## src/rtl/sai_rx_pkg.sv

```systemverilog
package sai_rx_pkg;

   // internal word width, all formats resolve to this before extension
   localparam int WORD_W = 24;
   localparam int RJ_N   = 4;
   localparam int RJ_WIDTHS [RJ_N] = '{16, 18, 20, 24};

   // layout codes (fmt_sel)
   localparam logic [2:0] FMT_I2S  = 3'd0;
   localparam logic [2:0] FMT_LJ   = 3'd1;
   localparam logic [2:0] FMT_RJ16 = 3'd2;
   localparam logic [2:0] FMT_RJ18 = 3'd3;
   localparam logic [2:0] FMT_RJ20 = 3'd4;

   // ratio codes (ratio_sel)
   localparam logic [2:0] RAT_128 = 3'd0;
   localparam logic [2:0] RAT_192 = 3'd1;
   localparam logic [2:0] RAT_384 = 3'd3;
   localparam logic [2:0] RAT_512 = 3'd4;

   // master cycles per internal bit slot
   function automatic logic [4:0] slot_div(input logic [2:0] fmt, input logic [2:0] ratio);
      logic short_frame;
      short_frame = (fmt == FMT_I2S) || (fmt == FMT_RJ16);
      case (ratio)
         RAT_128: slot_div = short_frame ? 5'd4  : 5'd2;
         RAT_192: slot_div = 5'd4;
         RAT_384: slot_div = 5'd8;
         RAT_512: slot_div = short_frame ? 5'd16 : 5'd8;
         default: slot_div = short_frame ? 5'd8  : 5'd4;
      endcase
   endfunction

   // index into RJ_WIDTHS for a right-justified code
   function automatic logic [1:0] rj_index(input logic [2:0] fmt);
      case (fmt)
         FMT_RJ16: rj_index = 2'd0;
         FMT_RJ18: rj_index = 2'd1;
         FMT_RJ20: rj_index = 2'd2;
         default:  rj_index = 2'd3;
      endcase
   endfunction

endpackage

```

## src/rtl/sai_rx_sync.sv

```systemverilog
module sai_rx_sync #(
   parameter int WIDTH  = 3,
   parameter int STAGES = 2
) (
   input  logic             clk,
   input  logic             rst_n,
   input  logic [WIDTH-1:0] d_i,
   output logic [WIDTH-1:0] q_o
);

   if (STAGES < 2) begin : g_chk_stages
      $error("sai_rx_sync: STAGES must be at least 2");
   end
   if (WIDTH < 1) begin : g_chk_width
      $error("sai_rx_sync: WIDTH must be at least 1");
   end

   logic [STAGES-1:0][WIDTH-1:0] chain_q;

   always_ff @(posedge clk or negedge rst_n) begin
      if (!rst_n) begin
         chain_q <= '0;
      end else begin
         chain_q[0] <= d_i;
         for (int s = 1; s < STAGES; s++) begin
            chain_q[s] <= chain_q[s-1];
         end
      end
   end

   assign q_o = chain_q[STAGES-1];

endmodule

```

## src/rtl/sai_rx_bitclk.sv

```systemverilog
module sai_rx_bitclk
   import sai_rx_pkg::*;
#(
   parameter int DIV_W = 5
) (
   input  logic       clk,
   input  logic       rst_n,
   input  logic       ext_en_i,
   input  logic [2:0] fmt_i,
   input  logic [2:0] ratio_i,
   input  logic       bclk_s_i,
   input  logic       lrck_s_i,
   input  logic       data_s_i,
   output logic       tick_o,
   output logic       lr_o,
   output logic       bit_o
);

   if (DIV_W < 5) begin : g_chk_div
      $error("sai_rx_bitclk: DIV_W must hold a divide of 16");
   end

   logic             bclk_d_q, lrck_d_q;
   logic [DIV_W-1:0] cnt_q, phase, phase_nxt, n_val, n_half;
   logic             lr_edge, tick_int, tick_ext;

   assign n_val   = DIV_W'(slot_div(fmt_i, ratio_i));
   assign n_half  = n_val >> 1;
   assign lr_edge = lrck_s_i ^ lrck_d_q;

   always_comb begin
      phase     = lr_edge ? '0 : cnt_q;
      phase_nxt = (phase >= n_val - 1'b1) ? '0 : phase + 1'b1;
   end

   assign tick_int = (phase == n_half);
   assign tick_ext = bclk_s_i & ~bclk_d_q;

   always_ff @(posedge clk or negedge rst_n) begin
      if (!rst_n) begin
         bclk_d_q <= 1'b0;
         lrck_d_q <= 1'b0;
         cnt_q    <= '0;
      end else begin
         bclk_d_q <= bclk_s_i;
         lrck_d_q <= lrck_s_i;
         cnt_q    <= phase_nxt;
      end
   end

   assign tick_o = ext_en_i ? tick_ext : tick_int;
   assign lr_o   = lrck_s_i;
   assign bit_o  = data_s_i;

   // checker support: cycles between bit ticks
   logic [DIV_W:0] gap_q;
   logic           gap_ok_q, edge_seen_q;

   always_ff @(posedge clk or negedge rst_n) begin
      if (!rst_n) begin
         gap_q       <= '0;
         gap_ok_q    <= 1'b0;
         edge_seen_q <= 1'b0;
      end else begin
         if (tick_o) begin
            gap_q       <= (DIV_W+1)'(1);
            gap_ok_q    <= 1'b1;
            edge_seen_q <= 1'b0;
         end else begin
            if (gap_q != '1) gap_q <= gap_q + 1'b1;
            if (lr_edge) edge_seen_q <= 1'b1;
         end
      end
   end

   // a bit tick is never followed by another in the next cycle
   p_tick_gap_r7: assert property (@(posedge clk) disable iff (!rst_n)
      tick_o |=> !tick_o);

   // inside a half-frame, internal ticks are exactly one slot apart
   p_slot_len_r6: assert property (@(posedge clk) disable iff (!rst_n)
      (!ext_en_i && tick_o && gap_ok_q && !edge_seen_q) |-> (gap_q == {1'b0, n_val}));

endmodule

```

## src/rtl/sai_rx_deser.sv

```systemverilog
module sai_rx_deser
   import sai_rx_pkg::*;
(
   input  logic              clk,
   input  logic              rst_n,
   input  logic [2:0]        fmt_i,
   input  logic              tick_i,
   input  logic              lr_i,
   input  logic              bit_i,
   output logic [WORD_W-1:0] word_o,
   output logic              done_o,
   output logic              left_o
);

   localparam int POS_W = $clog2(WORD_W + 1);

   logic                       have_prev_q, lr_prev_q, open_q;
   logic [WORD_W-1:0]          acc_q, sh_q, word_q;
   logic [POS_W-1:0]           pos_q;
   logic                       done_q, left_q;
   logic [WORD_W-1:0]          acc_ins, bword;
   logic [RJ_N-1:0][WORD_W-1:0] rj_cand;
   logic                       boundary;

   // candidate right-justified words, one per supported width
   for (genvar g = 0; g < RJ_N; g++) begin : g_rj
      localparam int W = RJ_WIDTHS[g];
      if (W > WORD_W || W < 2) begin : g_chk
         $error("sai_rx_deser: right-justified width out of range");
      end else if (W == WORD_W) begin : g_full
         assign rj_cand[g] = sh_q;
      end else begin : g_ext
         assign rj_cand[g] = {{(WORD_W-W){sh_q[W-1]}}, sh_q[W-1:0]};
      end
   end

   assign boundary = tick_i && have_prev_q && (lr_i != lr_prev_q);
   assign acc_ins  = acc_q | ({bit_i, {(WORD_W-1){1'b0}}} >> pos_q);

   always_comb begin
      if (fmt_i == FMT_I2S)     bword = acc_ins;
      else if (fmt_i == FMT_LJ) bword = acc_q;
      else                      bword = rj_cand[rj_index(fmt_i)];
   end

   always_ff @(posedge clk or negedge rst_n) begin
      if (!rst_n) begin
         have_prev_q <= 1'b0;
         lr_prev_q   <= 1'b0;
         open_q      <= 1'b0;
         acc_q       <= '0;
         sh_q        <= '0;
         pos_q       <= '0;
         word_q      <= '0;
         done_q      <= 1'b0;
         left_q      <= 1'b0;
      end else begin
         done_q <= 1'b0;
         if (tick_i) begin
            have_prev_q <= 1'b1;
            lr_prev_q   <= lr_i;
            sh_q        <= {sh_q[WORD_W-2:0], bit_i};
            if (boundary) begin
               open_q <= 1'b1;
               done_q <= open_q;
               word_q <= bword;
               left_q <= (fmt_i == FMT_I2S) ? ~lr_prev_q : lr_prev_q;
               if (fmt_i == FMT_I2S) begin
                  acc_q <= '0;
                  pos_q <= '0;
               end else begin
                  acc_q <= {bit_i, {(WORD_W-1){1'b0}}};
                  pos_q <= POS_W'(1);
               end
            end else begin
               acc_q <= acc_ins;
               if (pos_q != POS_W'(WORD_W)) pos_q <= pos_q + 1'b1;
            end
         end
      end
   end

   assign word_o = word_q;
   assign done_o = done_q;
   assign left_o = left_q;

   // a completed word is always the result of a bit tick
   p_done_on_tick_r9: assert property (@(posedge clk) disable iff (!rst_n)
      done_q |-> $past(tick_i));

endmodule

```

## src/rtl/sai_rx_pair.sv

```systemverilog
module sai_rx_pair
   import sai_rx_pkg::*;
(
   input  logic              clk,
   input  logic              rst_n,
   input  logic [WORD_W-1:0] word_i,
   input  logic              done_i,
   input  logic              left_i,
   output logic [WORD_W-1:0] left_o,
   output logic [WORD_W-1:0] right_o,
   output logic              valid_o
);

   logic [WORD_W-1:0] hold_q, left_q, right_q;
   logic              have_left_q, valid_q;

   always_ff @(posedge clk or negedge rst_n) begin
      if (!rst_n) begin
         hold_q      <= '0;
         left_q      <= '0;
         right_q     <= '0;
         have_left_q <= 1'b0;
         valid_q     <= 1'b0;
      end else begin
         valid_q <= 1'b0;
         if (done_i) begin
            if (left_i) begin
               hold_q      <= word_i;
               have_left_q <= 1'b1;
            end else if (have_left_q) begin
               left_q      <= hold_q;
               right_q     <= word_i;
               valid_q     <= 1'b1;
               have_left_q <= 1'b0;
            end
         end
      end
   end

   assign left_o  = left_q;
   assign right_o = right_q;
   assign valid_o = valid_q;

   // strobe lasts a single cycle
   p_valid_pulse_r8: assert property (@(posedge clk) disable iff (!rst_n)
      valid_q |=> !valid_q);

   // strobe only follows a completed right word
   p_valid_src_r8: assert property (@(posedge clk) disable iff (!rst_n)
      valid_q |-> $past(done_i && !left_i));

   // outputs hold between strobes
   p_hold_r8: assert property (@(posedge clk) disable iff (!rst_n)
      !valid_q |-> ($stable(left_q) && $stable(right_q)));

endmodule

```

## src/rtl/sai_rx.sv

```systemverilog
module sai_rx
   import sai_rx_pkg::*;
#(
   parameter int OUT_W       = 24,
   parameter int SYNC_STAGES = 2,
   parameter int DIV_W       = 5
) (
   input  logic             mclk,
   input  logic             rst_n,
   input  logic [2:0]       fmt_sel,
   input  logic [2:0]       ratio_sel,
   input  logic             ext_bclk_en,
   input  logic             bclk_in,
   input  logic             lrck_in,
   input  logic             sdata_in,
   output logic [OUT_W-1:0] left_o,
   output logic [OUT_W-1:0] right_o,
   output logic             pair_valid_o
);

   if (OUT_W < WORD_W) begin : g_chk_out
      $error("sai_rx: OUT_W must be at least WORD_W");
   end

   logic [2:0]        pins_s;
   logic              tick, lr_bit, data_bit;
   logic [WORD_W-1:0] word, pl, pr;
   logic              word_done, word_left;

   sai_rx_sync #(.WIDTH(3), .STAGES(SYNC_STAGES)) u_sync (
      .clk   (mclk),
      .rst_n (rst_n),
      .d_i   ({bclk_in, lrck_in, sdata_in}),
      .q_o   (pins_s)
   );

   sai_rx_bitclk #(.DIV_W(DIV_W)) u_bitclk (
      .clk      (mclk),
      .rst_n    (rst_n),
      .ext_en_i (ext_bclk_en),
      .fmt_i    (fmt_sel),
      .ratio_i  (ratio_sel),
      .bclk_s_i (pins_s[2]),
      .lrck_s_i (pins_s[1]),
      .data_s_i (pins_s[0]),
      .tick_o   (tick),
      .lr_o     (lr_bit),
      .bit_o    (data_bit)
   );

   sai_rx_deser u_deser (
      .clk    (mclk),
      .rst_n  (rst_n),
      .fmt_i  (fmt_sel),
      .tick_i (tick),
      .lr_i   (lr_bit),
      .bit_i  (data_bit),
      .word_o (word),
      .done_o (word_done),
      .left_o (word_left)
   );

   sai_rx_pair u_pair (
      .clk     (mclk),
      .rst_n   (rst_n),
      .word_i  (word),
      .done_i  (word_done),
      .left_i  (word_left),
      .left_o  (pl),
      .right_o (pr),
      .valid_o (pair_valid_o)
   );

   if (OUT_W == WORD_W) begin : g_out_direct
      assign left_o  = pl;
      assign right_o = pr;
   end else begin : g_out_sext
      assign left_o  = {{(OUT_W-WORD_W){pl[WORD_W-1]}}, pl};
      assign right_o = {{(OUT_W-WORD_W){pr[WORD_W-1]}}, pr};
   end

endmodule

```

## config.mk

```make
export PLATFORM = sky130hd
export DESIGN_NAME = sai_rx
export DESIGN_NICKNAME = d
export VERILOG_FILES = /design/src/rtl/sai_rx_pkg.sv /design/src/rtl/sai_rx_sync.sv /design/src/rtl/sai_rx_bitclk.sv /design/src/rtl/sai_rx_deser.sv /design/src/rtl/sai_rx_pair.sv /design/src/rtl/sai_rx.sv
export SDC_FILE = /design/constraint.sdc
export NUM_CORES = 1
export LEC_CHECK = 0
export CAP_MARGIN = 20
export CORE_MARGIN = 2
export CORE_UTILIZATION = 30
export CTS_BUF_LIST = sky130_fd_sc_hd__clkbuf_2 sky130_fd_sc_hd__clkbuf_4 sky130_fd_sc_hd__clkbuf_8
export DETAILED_ROUTE_END_ITERATION = 16
export DONT_BUFFER_PORTS = 1
export PLACE_DENSITY = 0.45
export SLEW_MARGIN = 0
export SYNTH_ARGS = -nofsm -noshare
export SYNTH_HDL_FRONTEND = slang
export SYNTH_SLANG_ARGS = --single-unit
```

## constraint.sdc

```tcl
create_clock -name mclk -period 5.02 [get_ports mclk]
set_input_delay 1.004 -clock mclk [delete_from_list [all_inputs] [get_ports mclk]]
set_output_delay 1.004 -clock mclk [all_outputs]
set_load 0.02 [all_outputs]
```

# == Word-level counts from Yosys, hierarchy flattened ==
# Cells that the tools add are included.
# totals
inputBits,12
elab_cells,77
output_inout_bits,49
regBits,169
# classes
bitwise,6
shift,1
addsub,3
magnitude_cmp,2
mux,26
n_eq_ne,10
reduce_logical,10
# ops
operator,count
$mux W24,5
$bmux W24 S2,1
$mux W5,5
$or A24 B24 Y24,1
$shr A24 B5 Y24,1
$pmux W5 S4,1
$add A5 B1 Y5 const B,2
$eq A3 B2 Y1 const B,3
$mux W1,9
$eq A3 B1 Y1 const B,2
$eq A3 B3 Y1 const B,2
$logic_not A3 Y1,2
$pmux W2 S3,1
$reduce_and A2 Y1,3
$eq A5 B4 Y1,1
$ge A5 B5 Y1,1
$ne A5 B5 Y1 const B,1
$sub A5 B1 Y5 const B,1
$mux W2,2
$mux W4,1
$lt A2 B3 Y1 const B,1
$mux W3,1
$not A1 Y1,3
$reduce_and A3 Y1,1
6 further kinds,7

# == Logic depth before layout (Yosys ltp) ==
# depth
depth_word,10
ltp_mapped,10
depth_no_buf,9

# == Hierarchy ==
# Synthesis repeated with hierarchy kept, for this count alone.
# unflattened
cells_unflattened,605
hier_area_um2,7399.6
# by_module_without_submodules
module,instances,seq_area_each_um2,cells_each,area_per_inst_um2
sai_rx_deser,1,2052.0,377,3853.7
sai_rx_pair,1,1851.8,158,2782.7
sai_rx_bitclk,1,175.2,61,590.6
sai_rx_sync,1,150.1,9,172.7

# == Least setup slack after synthesis ==
# No wires, ideal clock.
# synth_timing
path_kind,input to register
from,input fmt_sel[2]
to,register u_deser.left_q (netlist: u_deser.left_o)
cell_stages,8
t_required_ns,4.895
t_arrival_ns,3.019
setup_slack_ns,1.877
setup_ns,0.125
n_path_buf,2
cell_sequence,buf_2 -> nor2_1 -> o311a_1 -> or4_1 -> o31a_1 -> nor3_4 -> buf_6 -> mux2_2
# synth_via
elab_chain_cells,9
word_cells_on_any_way,13
cone_classes,eq/ne (2); mux (6); reduce/logical (5)
# synth_rtl
item,line_no,rtl
from (decl),sai_rx.sv:10,"input logic [2:0] fmt_sel,"
$eq A3 B2 Y1 / $logic_not A3 Y1 (equally long branches),"sai_rx_pkg.sv:24, sai_rx_deser.sv:67",
$logic_or A1 B1 Y1,sai_rx_pkg.sv:24,short_frame = (fmt == FMT_I2S) || (fmt == FMT_RJ16);
$mux W3 (tied with other cells),sai_rx_pkg.sv:26,RAT_128: slot_div = short_frame ? 5'd4 : 5'd2;
$pmux W5 S4,sai_rx_pkg.sv:25,case (ratio)
$eq A5 B4 Y1,sai_rx_bitclk.sv:36,assign tick_int = (phase == n_half);
$mux W1,sai_rx_bitclk.sv:51,assign tick_o = ext_en_i ? tick_ext : tick_int;
$logic_and A1 B1 Y1 (2 in a row),sai_rx_deser.sv:37,assign boundary = tick_i && have_prev_q && (lr_i != lr_prev_q);
$reduce_and A2 Y1 (no source line),n/a,
to (signal assigned),sai_rx_deser.sv:67,left_q <= (fmt_i == FMT_I2S) ? ~lr_prev_q : lr_prev_q;
to (decl),sai_rx_deser.sv:20,"logic done_q, left_q;"
# Parallel ways exist; a longest one is shown, timed or not.
# A chain may end at the register's enable or synchronous reset.

# == Final worst setup path ==
# layout_timing
from,"register u_sync.chain_q, in the netlist u_sync.q_o[1]"
to,register u_deser.word_q[8] (netlist: u_deser.word_o[8])
# layout_via
elab_chain_cells,7
word_cells_on_any_way,8
cone_classes,eq/ne (2); mux (2); bitwise (1); reduce/logical (3)
# layout_rtl
item,line_no,rtl
from (decl),sai_rx_sync.sv:18,logic [STAGES-1:0][WIDTH-1:0] chain_q;
"from (signal, indexed assignment)",sai_rx_sync.sv:26,chain_q[s] <= chain_q[s-1];
$xor A1 B1 Y1,sai_rx_bitclk.sv:29,assign lr_edge = lrck_s_i ^ lrck_d_q;
$mux W5,sai_rx_bitclk.sv:32,phase = lr_edge ? '0 : cnt_q;
$eq A5 B4 Y1,sai_rx_bitclk.sv:36,
$mux W1,sai_rx_bitclk.sv:51,
$logic_and A1 B1 Y1 (2 in a row),sai_rx_deser.sv:37,
$reduce_and A2 Y1 (no source line) (*),n/a,
to (signal assigned),sai_rx_deser.sv:66,word_q <= bword;
to (decl),sai_rx_deser.sv:18,"logic [WORD_W-1:0] acc_q, sh_q, word_q;"
# Every way passes the cells marked *; elsewhere a longest branch is shown, timed or not.

==> results.json <==
{
  "grt_max_degree": 170,
  "die_x_um": 161,
  "grt_usage": 0.130,
  "internal_power_mw": 2.46,
  "drc": 0,
  "rr_startpoint": "u_sync.q_o[1]$_DFF_PN0_",
  "finalCritPeriodShare": 0.694,
  "hpwl_um": 10400,
  "start_util": 0.304,
  "antenna_found_initial": 0,
  "post-place-ws_ps": 1270,
  "cp.arrival_ps": 3830,
  "max_slew_margin": 0.275,
  "wl_um": 16000,
  "r2r_slack_ps": 1540,
  "cts_resized": 0,
  "overflow": 0,
  "layout_setup_ws_ps": 1540,
  "ys_seq_area_frac": 0.575,
  "synth.distinct_cells": 55,
  "io_buffers": 0,
  "worst_setup_path_end_kind": "flop",
  "grt_pass1_wl_um": 27000,
  "finalSetupViolations": 0,
  "via_per_inst": 4.90,
  "synth_common_cells": "179 x nand2_1, 169 x dfrtp_1, 69 x mux2_2",
  "clk_latency_ps": 460,
  "ys_dominant_reg_cell": "dfrtp_1",
  "die-height_um": 161,
  "synth_seq_cells": 169,
  "core_area_um2": 24200,
  "crit_fanout": 49,
  "r2r_end": "u_deser.word_o[8]$_DFFE_PN0P_",
  "grt_pass1_vias": 5030,
  "drtIter0Drc": 447,
  "ir_drop_v": 0.000143,
  "cap_viol_max_count": 0,
  "p_leak_nw": 3.90,
  "synth_area_leaders": "dfrtp_1 57%, mux2_2 11%, nand2_1 9.1%",
  "syn-num-nets": 717,
  "cpMaxStageDelayCell": "xnor2_1",
  "holdWs_ps": 222,
  "clockRootBuffer": "clkbuf_8",
  "worst_pin_slew_ps": 1080,
  "cts.sink_count": 169,
  "synth_edf_count": 0,
  "synth_top_area_frac": 0.575,
  "fin_crit_ps": 3480,
  "syn_inst": 697,
  "vias": 4982,
  "cts-buffers-inserted": 17,
  "gp_congestion": 0.858,
  "die_area_um2": 25800,
  "seqPwrFrac": 0.540,
  "required_ps": 5370,
  "yosys_warnings": 0,
  "yosysTopAreaCell": "dfrtp_1",
  "rsz0062_at_grt": "false",
  "critPathKind": "flop to flop",
  "ctsHoldBuffers": 0,
  "combPwrFrac": 0.211,
  "ios": 61,
  "drive_gt1_frac": 0.166,
  "netSwitchingFraction": 0.357,
  "path_clk_slew_ps": 110,
  "status": "complete, no violations",
  "syn_to_final_growth_pct": 9.30,
  "r2r_cells": 7,
  "hold_viol_final": 0,
  "diodes": 0,
  "async_reset_ff_frac": 1.00,
  "path_cells": "xnor2_1, a2111oi_0, or4_1, o31a_1, nor3_4, buf_4, mux2_2",
  "h-tree-depth": 4,
  "drv_slew": 0,
  "fin_nets": 700,
  "startpoint_type": "flop",
  "postCtsSetupBuffers": 0,
  "setup_tns_ps": 0,
  "fin_worst_skew_ps": 15.9,
  "cts_tree": "yes",
  "dr.pass1.iters": 5,
  "antenna_left": 0,
  "mappedNetlistArea_um2": 7360,
  "rows": 57,
  "cpPeakStageDelay_ps": 690,
  "power_density_nw_per_um2": 476,
  "syn_avg_cell_area_um2": 10.6,
  "max_clock_freq_mhz": 287,
  "cts.path.max_buffers": 2,
  "hold_class": "input port to async pin",
  "wl_per_cell_um": 15.7,
  "synth.most_common_cell": "nand2_1",
  "power_frac_clock": 0.249,
  "p_sw_mw": 1.37
}
## layout make-up
cell class                 count  area, µm²
inverter                      13       48.8
timing repair buffer           7       87.6
sequential                   169       4230
multi-input combinational    472       2880
tap                          324        405
fill                        2490      16100
clock buffer                  18        241
clock inverter                14        153
## through the flow
step / std cells / instance area [µm²] / power [mW] / utilization
floorplan: 697 / 7360 / 2.67 / -
global placement: 982 / 7590 / 2.86 / 0.314
detailed placement: 983 / 7620 / 2.91 / 0.315
CTS: 1015 / 8010 / 3.87 / 0.331
global route: 1017 / 8040 / 4.09 / 0.333
finish: 1017 / 8040 / 3.83 / 0.333
## kinds of logic after synthesis
group,synth area share
buf+inv,0.0349
compound gates,0.0998
flops,0.575
fa+ha+maj,0.0136
simple gates,0.158
other cells,0.000510
mux,0.110
xor+xnor,0.00833
## sequential cells by signal (all words and copies together), names as in the netlist, 3 cells and up
name and cells:
u_sync.chain_q 3, u_deser.pos_q 5, u_deser.word_o 24, u_pair.hold_q 24, u_deser.sh_q 24, u_deser.acc_q 24
u_pair.right_o 24, u_bitclk.cnt_q 5, u_pair.left_o 24, u_sync.q_o 3
## power by group through the flow
stage | Combinational, mW | Sequential [mW] | Clock (mW)
after floorplan | 0.678 | 1.99 | 0
after global placement | 0.776 | 2.08 | 0
after detailed placement | 0.805 | 2.10 | 0
after CTS | 0.808 | 2.07 | 0.993
after global routing | 0.911 | 2.12 | 1.05
final | 0.808 | 2.07 | 0.952
## routing by layer
metal,global-route usage,share of wire
met1,0.182,0.48
met2,0.197,0.45
met3,0.0292,0.047
met4,0.0500,0.020
met5,0,0
## cells in the final DEF, fill, tap and decap left out, drive strengths merged, types with 2 or more instances in the layout
cell type | Yosys | layout
dfrtp | 169 | 169
o21ai | 28 | 28
mux2 | 72 | 72
nor3 | 7 | 7
and3 | 5 | 5
nand2 | 179 | 179
a21oi | 27 | 27
clkinv | 0 | 7
a211oi | 6 | 6
nor3b | 2 | 2
clkbuf | 30 | 18
buf | 13 | 7
or2 | 3 | 3
nor2b | 5 | 5
a22oi | 3 | 3
inv | 13 | 20
a41oi | 21 | 21
nand3 | 9 | 9
or3 | 3 | 3
nand3b | 3 | 3
a31oi | 6 | 6
a21o | 4 | 4
nand4 | 2 | 2
and2 | 8 | 8
o2bb2ai | 2 | 2
ha | 8 | 8
nor2 | 42 | 42
xor2 | 4 | 4
a32o | 2 | 2
xnor2 | 3 | 3
## critical path, delay by kind of cell (launching register included)
family	cells	cell delay [ps]
DFF	1	430
AOI/OAI and AO/OA	2	580
and+or+nand+nor	2	730
buffers and inverters	1	510
xor gates and xnor gates	1	690
muxes	1	400
## worst max path at each step
stage                     depth (start not counted)  slack, ps                             to                     from
after floorplan                                   8       1880     u_deser.left_o$_DFFE_PN0P_               fmt_sel[2]
after global placement                            6       1330    u_deser.sh_q[5]$_DFFE_PN0P_             ratio_sel[1]
after detailed placement                          6       1270    u_deser.sh_q[8]$_DFFE_PN0P_             ratio_sel[1]
after CTS                                         6       1270    u_deser.sh_q[0]$_DFFE_PN0P_  u_sync.q_o[1]$_DFF_PN0_
after global routing                              7       1230  u_deser.word_o[5]$_DFFE_PN0P_  u_sync.q_o[1]$_DFF_PN0_
final                                             7       1540  u_deser.word_o[8]$_DFFE_PN0P_  u_sync.q_o[1]$_DFF_PN0_
(Power assumes the default switching activity.)
